File: src/rtl/vram_dma_pkg.sv
package vram_dma_pkg;
  typedef enum logic [2:0] {
    SEL_SRC_HI = 3'd0,
    SEL_SRC_LO = 3'd1,
    SEL_DST_HI = 3'd2,
    SEL_DST_LO = 3'd3,
    SEL_LEN    = 3'd4
  } reg_sel_e;

  typedef enum logic [1:0] {
    ST_IDLE,
    ST_ARMED,
    ST_COPY
  } seq_state_e;

  function automatic logic in_vram(input logic [15:0] a);
    return a[15:13] == 3'b100;
  endfunction
endpackage

File: src/rtl/vram_dma_regs.sv
module vram_dma_regs
  import vram_dma_pkg::*;
#(
  parameter int UNIT_LG = 4,
  parameter int OFS_W   = 13
) (
  input  logic             clk_i,
  input  logic             rst_ni,
  input  logic             addr_we_i,
  input  logic [2:0]       sel_i,
  input  logic [7:0]       wdata_i,
  input  logic             len_load_i,
  input  logic             cancel_i,
  input  logic             unit_done_i,
  input  logic             unit_last_i,
  input  logic             paced_i,
  input  logic [15:0]      next_src_i,
  input  logic [OFS_W-1:0] next_dst_i,
  output logic [7:0]       rdata_o,
  output logic [15:0]      src_base_o,
  output logic [OFS_W-1:0] dst_base_o
);
  localparam logic [15:0] ALIGN_MASK = ~((16'd1 << UNIT_LG) - 16'd1);
  localparam int          HI_OFS_W   = OFS_W - 8;

  logic [7:0] src_hi_q, src_lo_q, dst_hi_q, dst_lo_q, len_q;
  logic [15:0] dst_full;

  always_ff @(posedge clk_i or negedge rst_ni) begin
    if (!rst_ni) begin
      src_hi_q <= '0;
      src_lo_q <= '0;
      dst_hi_q <= '0;
      dst_lo_q <= '0;
      len_q    <= 8'hFF;
    end else begin
      if (addr_we_i) begin
        unique case (reg_sel_e'(sel_i))
          SEL_SRC_HI: src_hi_q <= wdata_i;
          SEL_SRC_LO: src_lo_q <= wdata_i;
          SEL_DST_HI: dst_hi_q <= wdata_i;
          SEL_DST_LO: dst_lo_q <= wdata_i;
          default: ;
        endcase
      end
      if (len_load_i) len_q <= {1'b0, wdata_i[6:0]};
      if (cancel_i)   len_q <= {1'b1, len_q[6:0]};
      if (unit_done_i) begin
        src_hi_q <= next_src_i[15:8];
        src_lo_q <= next_src_i[7:0];
        dst_hi_q <= {{(8-HI_OFS_W){1'b0}}, next_dst_i[OFS_W-1:8]} | 8'h80;
        dst_lo_q <= next_dst_i[7:0];
        if (paced_i)          len_q    <= len_q - 8'd1;
        else if (unit_last_i) len_q[7] <= 1'b1;
      end
    end
  end

  assign dst_full   = {dst_hi_q, dst_lo_q} & ALIGN_MASK;
  assign src_base_o = {src_hi_q, src_lo_q} & ALIGN_MASK;
  assign dst_base_o = dst_full[OFS_W-1:0];

  always_comb begin
    unique case (reg_sel_e'(sel_i))
      SEL_SRC_HI: rdata_o = src_hi_q;
      SEL_SRC_LO: rdata_o = src_lo_q;
      SEL_DST_HI: rdata_o = dst_hi_q;
      SEL_DST_LO: rdata_o = dst_lo_q;
      SEL_LEN:    rdata_o = len_q;
      default:    rdata_o = 8'hFF;
    endcase
  end
endmodule

File: src/rtl/vram_dma_seq.sv
module vram_dma_seq
  import vram_dma_pkg::*;
#(
  parameter int UNIT_LG = 4,
  parameter int CNT_W   = 7,
  parameter int OFS_W   = 13
) (
  input  logic             clk_i,
  input  logic             rst_ni,
  input  logic             start_i,
  input  logic             cancel_i,
  input  logic             paced_i,
  input  logic [CNT_W-1:0] units_i,
  input  logic [15:0]      src_i,
  input  logic [OFS_W-1:0] dst_i,
  input  logic             hblank_i,
  input  logic [7:0]       mem_rdata_i,
  output logic             mem_req_o,
  output logic             mem_we_o,
  output logic [15:0]      mem_addr_o,
  output logic [7:0]       mem_wdata_o,
  output logic             stall_o,
  output logic             paced_active_o,
  output logic             unit_done_o,
  output logic             unit_last_o,
  output logic             paced_o,
  output logic [15:0]      next_src_o,
  output logic [OFS_W-1:0] next_dst_o
);
  localparam int WIN_W = 16 - OFS_W;
  localparam logic [WIN_W-1:0] WIN_TAG = {1'b1, {(WIN_W-1){1'b0}}};

  seq_state_e         state_q;
  logic [15:0]        src_q;
  logic [OFS_W-1:0]   dst_q;
  logic [UNIT_LG-1:0] byte_q;
  logic [CNT_W-1:0]   units_q;
  logic               phase_q, paced_q, hb_q, hb_rise;

  assign hb_rise = hblank_i && !hb_q;

  always_ff @(posedge clk_i or negedge rst_ni) begin
    if (!rst_ni) begin
      state_q <= ST_IDLE;
      src_q   <= '0;
      dst_q   <= '0;
      byte_q  <= '0;
      units_q <= '0;
      phase_q <= 1'b0;
      paced_q <= 1'b0;
      hb_q    <= 1'b0;
    end else begin
      hb_q <= hblank_i;
      unique case (state_q)
        ST_IDLE, ST_ARMED: begin
          if (cancel_i) begin
            state_q <= ST_IDLE;
          end else if (start_i) begin
            src_q   <= src_i;
            dst_q   <= dst_i;
            units_q <= units_i;
            byte_q  <= '0;
            phase_q <= 1'b0;
            paced_q <= paced_i;
            state_q <= paced_i ? ST_ARMED : ST_COPY;
          end else if (state_q == ST_ARMED && hb_rise) begin
            state_q <= ST_COPY;
          end
        end
        ST_COPY: begin
          phase_q <= ~phase_q;
          if (phase_q) begin
            src_q  <= src_q + 16'd1;
            dst_q  <= dst_q + 1'b1;
            byte_q <= byte_q + 1'b1;
            if (&byte_q) begin
              if (units_q == '0) begin
                state_q <= ST_IDLE;
              end else begin
                units_q <= units_q - 1'b1;
                state_q <= paced_q ? ST_ARMED : ST_COPY;
              end
            end
          end
        end
        default: state_q <= ST_IDLE;
      endcase
    end
  end

  assign stall_o        = state_q == ST_COPY;
  assign mem_req_o      = stall_o;
  assign mem_we_o       = stall_o && phase_q;
  assign mem_addr_o     = phase_q ? {WIN_TAG, dst_q} : src_q;
  assign mem_wdata_o    = mem_rdata_i;
  assign paced_active_o = paced_q && state_q != ST_IDLE;
  assign unit_done_o    = stall_o && phase_q && (&byte_q);
  assign unit_last_o    = units_q == '0;
  assign paced_o        = paced_q;
  assign next_src_o     = src_q + 16'd1;
  assign next_dst_o     = dst_q + 1'b1;
endmodule

File: src/rtl/vram_copy_dma.sv
module vram_copy_dma
  import vram_dma_pkg::*;
#(
  parameter int UNIT_LG = 4,
  parameter int CNT_W   = 7
) (
  input  logic        clk_i,
  input  logic        rst_ni,
  input  logic        reg_we_i,
  input  logic [2:0]  reg_sel_i,
  input  logic [7:0]  reg_wdata_i,
  output logic [7:0]  reg_rdata_o,
  input  logic        hblank_i,
  output logic        mem_req_o,
  output logic        mem_we_o,
  output logic [15:0] mem_addr_o,
  output logic [7:0]  mem_wdata_o,
  input  logic [7:0]  mem_rdata_i,
  output logic        cpu_stall_o
);
  localparam int OFS_W = 13;

  logic             wr_ok, len_wr, src_bad, start, cancel, gen_launch;
  logic             paced_active, unit_done, unit_last, paced;
  logic [15:0]      src_base, next_src;
  logic [OFS_W-1:0] dst_base, next_dst;

  assign wr_ok      = reg_we_i && !cpu_stall_o;
  assign len_wr     = wr_ok && reg_sel_i == SEL_LEN;
  assign src_bad    = in_vram(src_base);
  assign start      = len_wr && !src_bad && (reg_wdata_i[7] || !paced_active);
  assign cancel     = len_wr && !src_bad && !reg_wdata_i[7] && paced_active;
  assign gen_launch = start && !reg_wdata_i[7];

  vram_dma_regs #(.UNIT_LG(UNIT_LG), .OFS_W(OFS_W)) i_regs (
    .clk_i       (clk_i),
    .rst_ni      (rst_ni),
    .addr_we_i   (wr_ok && reg_sel_i < SEL_LEN),
    .sel_i       (reg_sel_i),
    .wdata_i     (reg_wdata_i),
    .len_load_i  (start),
    .cancel_i    (cancel),
    .unit_done_i (unit_done),
    .unit_last_i (unit_last),
    .paced_i     (paced),
    .next_src_i  (next_src),
    .next_dst_i  (next_dst),
    .rdata_o     (reg_rdata_o),
    .src_base_o  (src_base),
    .dst_base_o  (dst_base)
  );

  vram_dma_seq #(.UNIT_LG(UNIT_LG), .CNT_W(CNT_W), .OFS_W(OFS_W)) i_seq (
    .clk_i          (clk_i),
    .rst_ni         (rst_ni),
    .start_i        (start),
    .cancel_i       (cancel),
    .paced_i        (reg_wdata_i[7]),
    .units_i        (reg_wdata_i[CNT_W-1:0]),
    .src_i          (src_base),
    .dst_i          (dst_base),
    .hblank_i       (hblank_i),
    .mem_rdata_i    (mem_rdata_i),
    .mem_req_o      (mem_req_o),
    .mem_we_o       (mem_we_o),
    .mem_addr_o     (mem_addr_o),
    .mem_wdata_o    (mem_wdata_o),
    .stall_o        (cpu_stall_o),
    .paced_active_o (paced_active),
    .unit_done_o    (unit_done),
    .unit_last_o    (unit_last),
    .paced_o        (paced),
    .next_src_o     (next_src),
    .next_dst_o     (next_dst)
  );
endmodule

File: config.mk
export PLATFORM = sky130hd
export DESIGN_NAME = vram_copy_dma
export DESIGN_NICKNAME = d
export VERILOG_FILES = /design/src/rtl/vram_dma_pkg.sv /design/src/rtl/vram_dma_regs.sv /design/src/rtl/vram_dma_seq.sv /design/src/rtl/vram_copy_dma.sv
export SDC_FILE = /design/constraint.sdc
export NUM_CORES = 1
export LEC_CHECK = 0
export BUFFER_PORTS_ARGS = -buffer_cell sky130_fd_sc_hd__buf_2
export CAP_MARGIN = 20
export CORE_ASPECT_RATIO = 0.8
export CORE_MARGIN = 5
export CORE_UTILIZATION = 50
export CTS_CLUSTER_DIAMETER = 30
export DETAILED_ROUTE_END_ITERATION = 10
export PLACE_DENSITY = 0.69
export SLEW_MARGIN = 20
export SYNTH_ARGS = -nofsm -noshare
export SYNTH_HDL_FRONTEND = slang
export SYNTH_HIERARCHICAL = 1
export SYNTH_SLANG_ARGS = --single-unit
File: constraint.sdc
create_clock -name clk_i -period 7.95 [get_ports clk_i]
set_input_delay 1.1925 -clock clk_i [delete_from_list [all_inputs] [get_ports clk_i]]
set_output_delay 1.1925 -clock clk_i [all_outputs]
set_load 0.1 [all_outputs]
Word-level counts from Yosys, hierarchy flattened:

Cells that the tools add are included.

* register bits: 85
* output and inout port bits: 35
* logic and storage cells: 123

* $add $sub $neg: 5
* $lt $le $gt $ge: 1
* equality and inequality tests: 13
* muxes and demuxes: 50
* bitwise operators: 2
* reduce and logical (&&, ||, !) cells: 39

Operator list (count)
* 2-to-1 mux 8 bit: 15
* 2-to-1 mux 16 bit: 4
* 2-to-1 mux 7 bit: 6
* one-hot mux 8 bit (5 select lines): 1
* 2-to-1 mux 13 bit: 3
* one-hot mux 16 bit (2 select lines): 1
* one-hot mux 13 bit (2 select lines): 1
* adder 16 x 1 -> 16 bit (second input constant): 1
* 2-to-1 mux 2 bit: 8
* one-hot mux 7 bit (2 select lines): 1
* nonzero test 2 bit: 7
* adder 13 x 1 -> 13 bit (second input constant): 1
* logical AND 1 bit: 12
* 2-to-1 mux 4 bit: 3
* AND reduction 3 bit: 3
* one-hot mux 4 bit (2 select lines): 1
* AND reduction 2 bit: 4
* AND reduction 4 bit: 2
* subtractor 8 x 1 -> 8 bit (second input constant): 1
* zero test 7 bit: 1
* subtractor 7 x 1 -> 7 bit (second input constant): 1
* equality test 3 x 2 -> 1 bit (second input constant): 2
* equality test 3 bit (second input constant): 2
* inequality test 2 bit (second input constant): 3
* other kinds (17): 26

Logic depth before layout (Yosys ltp):

* depth in word-level cells: 11
* depth in mapped cells: 13
* depth with buffers taken out: 8

Modules after synthesis:

The synthesis kept the hierarchy.

By module, submodules not included
* vram_dma_seq: instances 1, cells each 367, area each 3183.1 um^2, sequential area each 1126.1 um^2
* vram_dma_regs: instances 1, cells each 264, area each 2471.1 um^2, sequential area each 1011.0 um^2
* vram_copy_dma: instances 1, cells each 7, area each 66.3 um^2, sequential area each 0.0 um^2

Least setup slack after synthesis:

No wires, ideal clock.

* path kind: input to output
* start: in reg_sel_i[1]
* end: out reg_rdata_o[6]
* data arrival time: 3451 ps
* setup slack: 3307 ps
* stages: 6
* buffers on the path: 2
* cell sequence: buf_2 -> buf_2 -> mux2_2 -> o22a_1 -> nor2_1 -> a21oi_1

* cells in the longest elaborated chain, start to end: 2

Ends and longest elaborated chain
* start, declared: RTL line vram_copy_dma.sv:10 `input logic [2:0] reg_sel_i,`
* equality test 3 bit (tied with other cells): RTL line vram_dma_regs.sv:64 `unique case (reg_sel_e'(sel_i))`
* one-hot mux 8 bit (5 select lines) (*): RTL line vram_dma_regs.sv:64
* end, declared: RTL line vram_copy_dma.sv:12 `output logic [7:0] reg_rdata_o,`

Mark *: on every way between the ends. The rest lies on a longest branch, timed or not.

Worst setup path after layout:

* start: in reg_sel_i[1]
* end: out reg_rdata_o[5]

Same word-level chain as after synthesis.

==> out/metrics.yaml <==
power_and_ir_drop:
  clkPwrFrac: 0.195
  seq_power_share: 0.318
  p_leak_nw: 2.47
  power_density_nw_per_um2: 482
  p_comb_frac: 0.487
  internal_power_mw: 1.49
  switching_share: 0.502
  p_switching_mw: 1.50
  vdd_drop_max_uv: 315
floorplan:
  dieArea_sq_um: 13700
  rows: 35
  io_pins: 58
  die_y_um: 106
  die_w_um: 130
  start_util: 0.504
  core-area_sq_um: 11300
synth:
  syn_area_per_cell_sq_um: 8.97
  synth_cells: 638
  yosysSeqAreaShare: 0.374
  synth_edf_count: 0
  async_flop_share: 1.00
  ys_ff_latch: 85
  synthDominantCellAreaShare: 0.337
  syn-cell-area_sq_um: 5720
  synthTopCellsByCount: "dfrtp_1 (77), nand2_1 (74), o21ai_0 (57)"
  synth_area_leader_cell: "dfrtp_1"
  yosys-top-cells-area: "dfrtp_1 (34%), mux2i_1 (7.3%), o21ai_0 (5.0%)"
  ys.flop_type: "dfrtp_1"
  ys_warn_count: 6
  synth.most_common_cell: "dfrtp_1"
  synth.distinct_cells: 76
detailed_routing:
  vias: 4898
  wl_per_cell_um: 20.5
  first_pass_iters: 6
  drc: 0
  totalWireLength_um: 16000
  drtIter0Drc: 563
  viasPerCell: 6.27
  final_antenna_net_count: 0
placement:
  portBuffers: 41
  place_congestion: 0.882
  dp_slack_ns: 3.75
  dp_cells: 765
  hpwl_um: 10800
  placed_area_sq_um: 5780
run:
  drv_cap: 0
min_path:
  min_path_type: "flop to flop"
  min_from: "i_seq/byte_q[1]"
  worstHoldPathCells: 1
cts:
  cts_htree_levels: 3
  worstSkewPairLatency_ns: 0.34
  cts_tree: "built"
  clkTransAtPathRegs_ns: 0.06
  cts_buffers: 9
  root_buffer: "clkbuf_16"
  clockBufferDepth: 2
  ctsHoldBuffers: 0
  cts_setup_buffers: 0
  clock-sinks: 85
  cts.repair.resized: 0
grt:
  antenna_found_initial: 0
  grt_usage: 0.236
  grt_pass1_vias: 4649
  grt_max_degree: 68
  grt_pass1_wl_um: 25400
  grt.overflow.total: 0
timing:
  fin_skew_ns: 0.00928
  slew_violations: 0
  slew_headroom: 0.383
  finalHoldViolations: 0
  finalSetupViolCount: 0
  fin_setup_tns_ns: 0
  rsz0062_at_grt: "no"
  worst_slack_ns: 3.94
  fin_crit_sh: 0.504
  timing.fmax_ghz: 0.250
  tightest_slew_ns: 0.925
  fin_crit_ns: 4.01
cells_and_area:
  post-route-util: 0.546
  stdcell_count: 781
  n_antenna_cell: 0
  layout-drive-gt1-share: 0.191
  syn2layout_area_growth_pct: 8.20
  post-route-cell-area_sq_um: 6190
  nets: 656
  n_fill_cell: 1026
critical_path:
  rr_startpoint: "i_seq/state_q[1]"
  worstSetupPathType: "input pin to output pin"
  ff2ff_path_depth: 10
  setup.worst_path.end_class: "output pin"
  arrival_ns: 2.81
  path_max_fanout: 22
  crit_required_ns: 6.76
  startpoint: "reg_sel_i[1]"
  critPathLaunchType: "input pin"
status:
  run_status: "complete, no violations"
## placed cells by master (no fill, tap or decap), types with 4 or more instances in the layout
cell type	synthesis	routed
xnor2_1	21	21
a21oi_1	41	41
nor2b_1	6	6
ha_1	5	5
buf_2	22	40
a22oi_1	4	4
nor3_1	11	11
o22a_1	8	8
xor2_1	6	6
bufinv_16	0	6
buf_4	34	10
o22ai_1	11	11
nand3_1	12	12
nand4_1	13	13
nand2_1	74	74
a2bb2oi_1	8	8
nor3b_1	5	5
o21ai_0	57	57
and2_1	4	4
dfstp_2	8	8
nand2b_1	6	6
conb_1	1	8
mux2i_1	42	42
nor2_1	33	31
clkbuf_16	0	9
a31oi_1	4	4
mux2_2	20	20
dfrtp_1	77	77
and3_1	11	11
inv_1	9	8
## kinds of logic after synthesis
| kind of cell | count (synthesis) | synth area share |
|---|---|---|
| other | 1 | 0.000656 |
| adder cells (fa/ha/maj) | 5 | 0.0109 |
| multiplexers | 62 | 0.113 |
| buffers and inverters | 88 | 0.0864 |
| AO/OA/AOI/OAI | 164 | 0.180 |
| AND/OR/NAND/NOR | 206 | 0.194 |
| flip-flops | 85 | 0.374 |
| XOR/XNOR | 27 | 0.0413 |
## power by group through the flow
stage	clock network [mW]	registers, mW	logic [mW]
after floorplan	0	0.795	1.34
after global placement	0	0.930	1.42
after detailed placement	0	0.939	1.44
after CTS	0.587	0.934	1.45
after global routing	0.607	0.974	1.55
final	0.580	0.948	1.45
## per-layer routing
layer  GRT usage  vias to the layer above  wire length (um)
li1            -                     2248                 -
met1       0.353                     2429              7420
met2       0.347                      200              7090
met3      0.0578                       21              1240
met4      0.0482                        0               232
met5           0                        -                 0
## critical path, cell delays in order
cell and delay [ns]:
buf_2 0.43, nand2b_1 0.35, o22a_1 0.20, nor2_1 0.04, a21oi_1 0.14, buf_2 0.45
## final timing paths
| kind | slack (ns) | end |
|---|---|---|
| max | 3.94 | reg_rdata_o[5] |
| min | 0.54 | i_seq/byte_q[1] |
| max reg2reg | 4.57 | i_seq/dst_q[7] |
| min reg2reg | 0.54 | i_seq/byte_q[1] |
| max in group asynchronous | 6.07 | i_regs/dst_hi_q[6] |
| min in group asynchronous | 0.82 | i_regs/dst_lo_q[3] |
## per-stage QoR
step | hold WS, ns | power [mW]
final | 0.544 | 2.98
after global routing | 0.553 | 3.13
after CTS | 0.542 | 2.97
after detailed placement | 0.509 | 2.38
after global placement | 0.498 | 2.35
after floorplan | 0.480 | 2.13
## cell type report
cell class	count	area, sq um	area share
timing repair buffer	50	275	0.0445
tap	148	185	0.0299
clock inverter	7	185	0.0299
inverter	10	37.5	0.00606
multi-input combinational	472	3140	0.508
sequential	85	2140	0.345
clock buffer	9	225	0.0364
## flip-flops by register name, indices dropped and copies added (netlist names)
signal           cells
i_regs/src_lo_q      8
i_regs/dst_hi_q      8
i_seq/paced_o        1
i_regs/len_q         8
i_seq/state_q        2
i_seq/units_q        7
i_regs/src_hi_q      8
i_seq/dst_q         13
i_seq/src_q         16
i_seq/hb_q           1
i_regs/dst_lo_q      8
i_seq/byte_q         4
i_seq/phase_q        1
No activity file was read; power rests on OpenSTA's default activity.
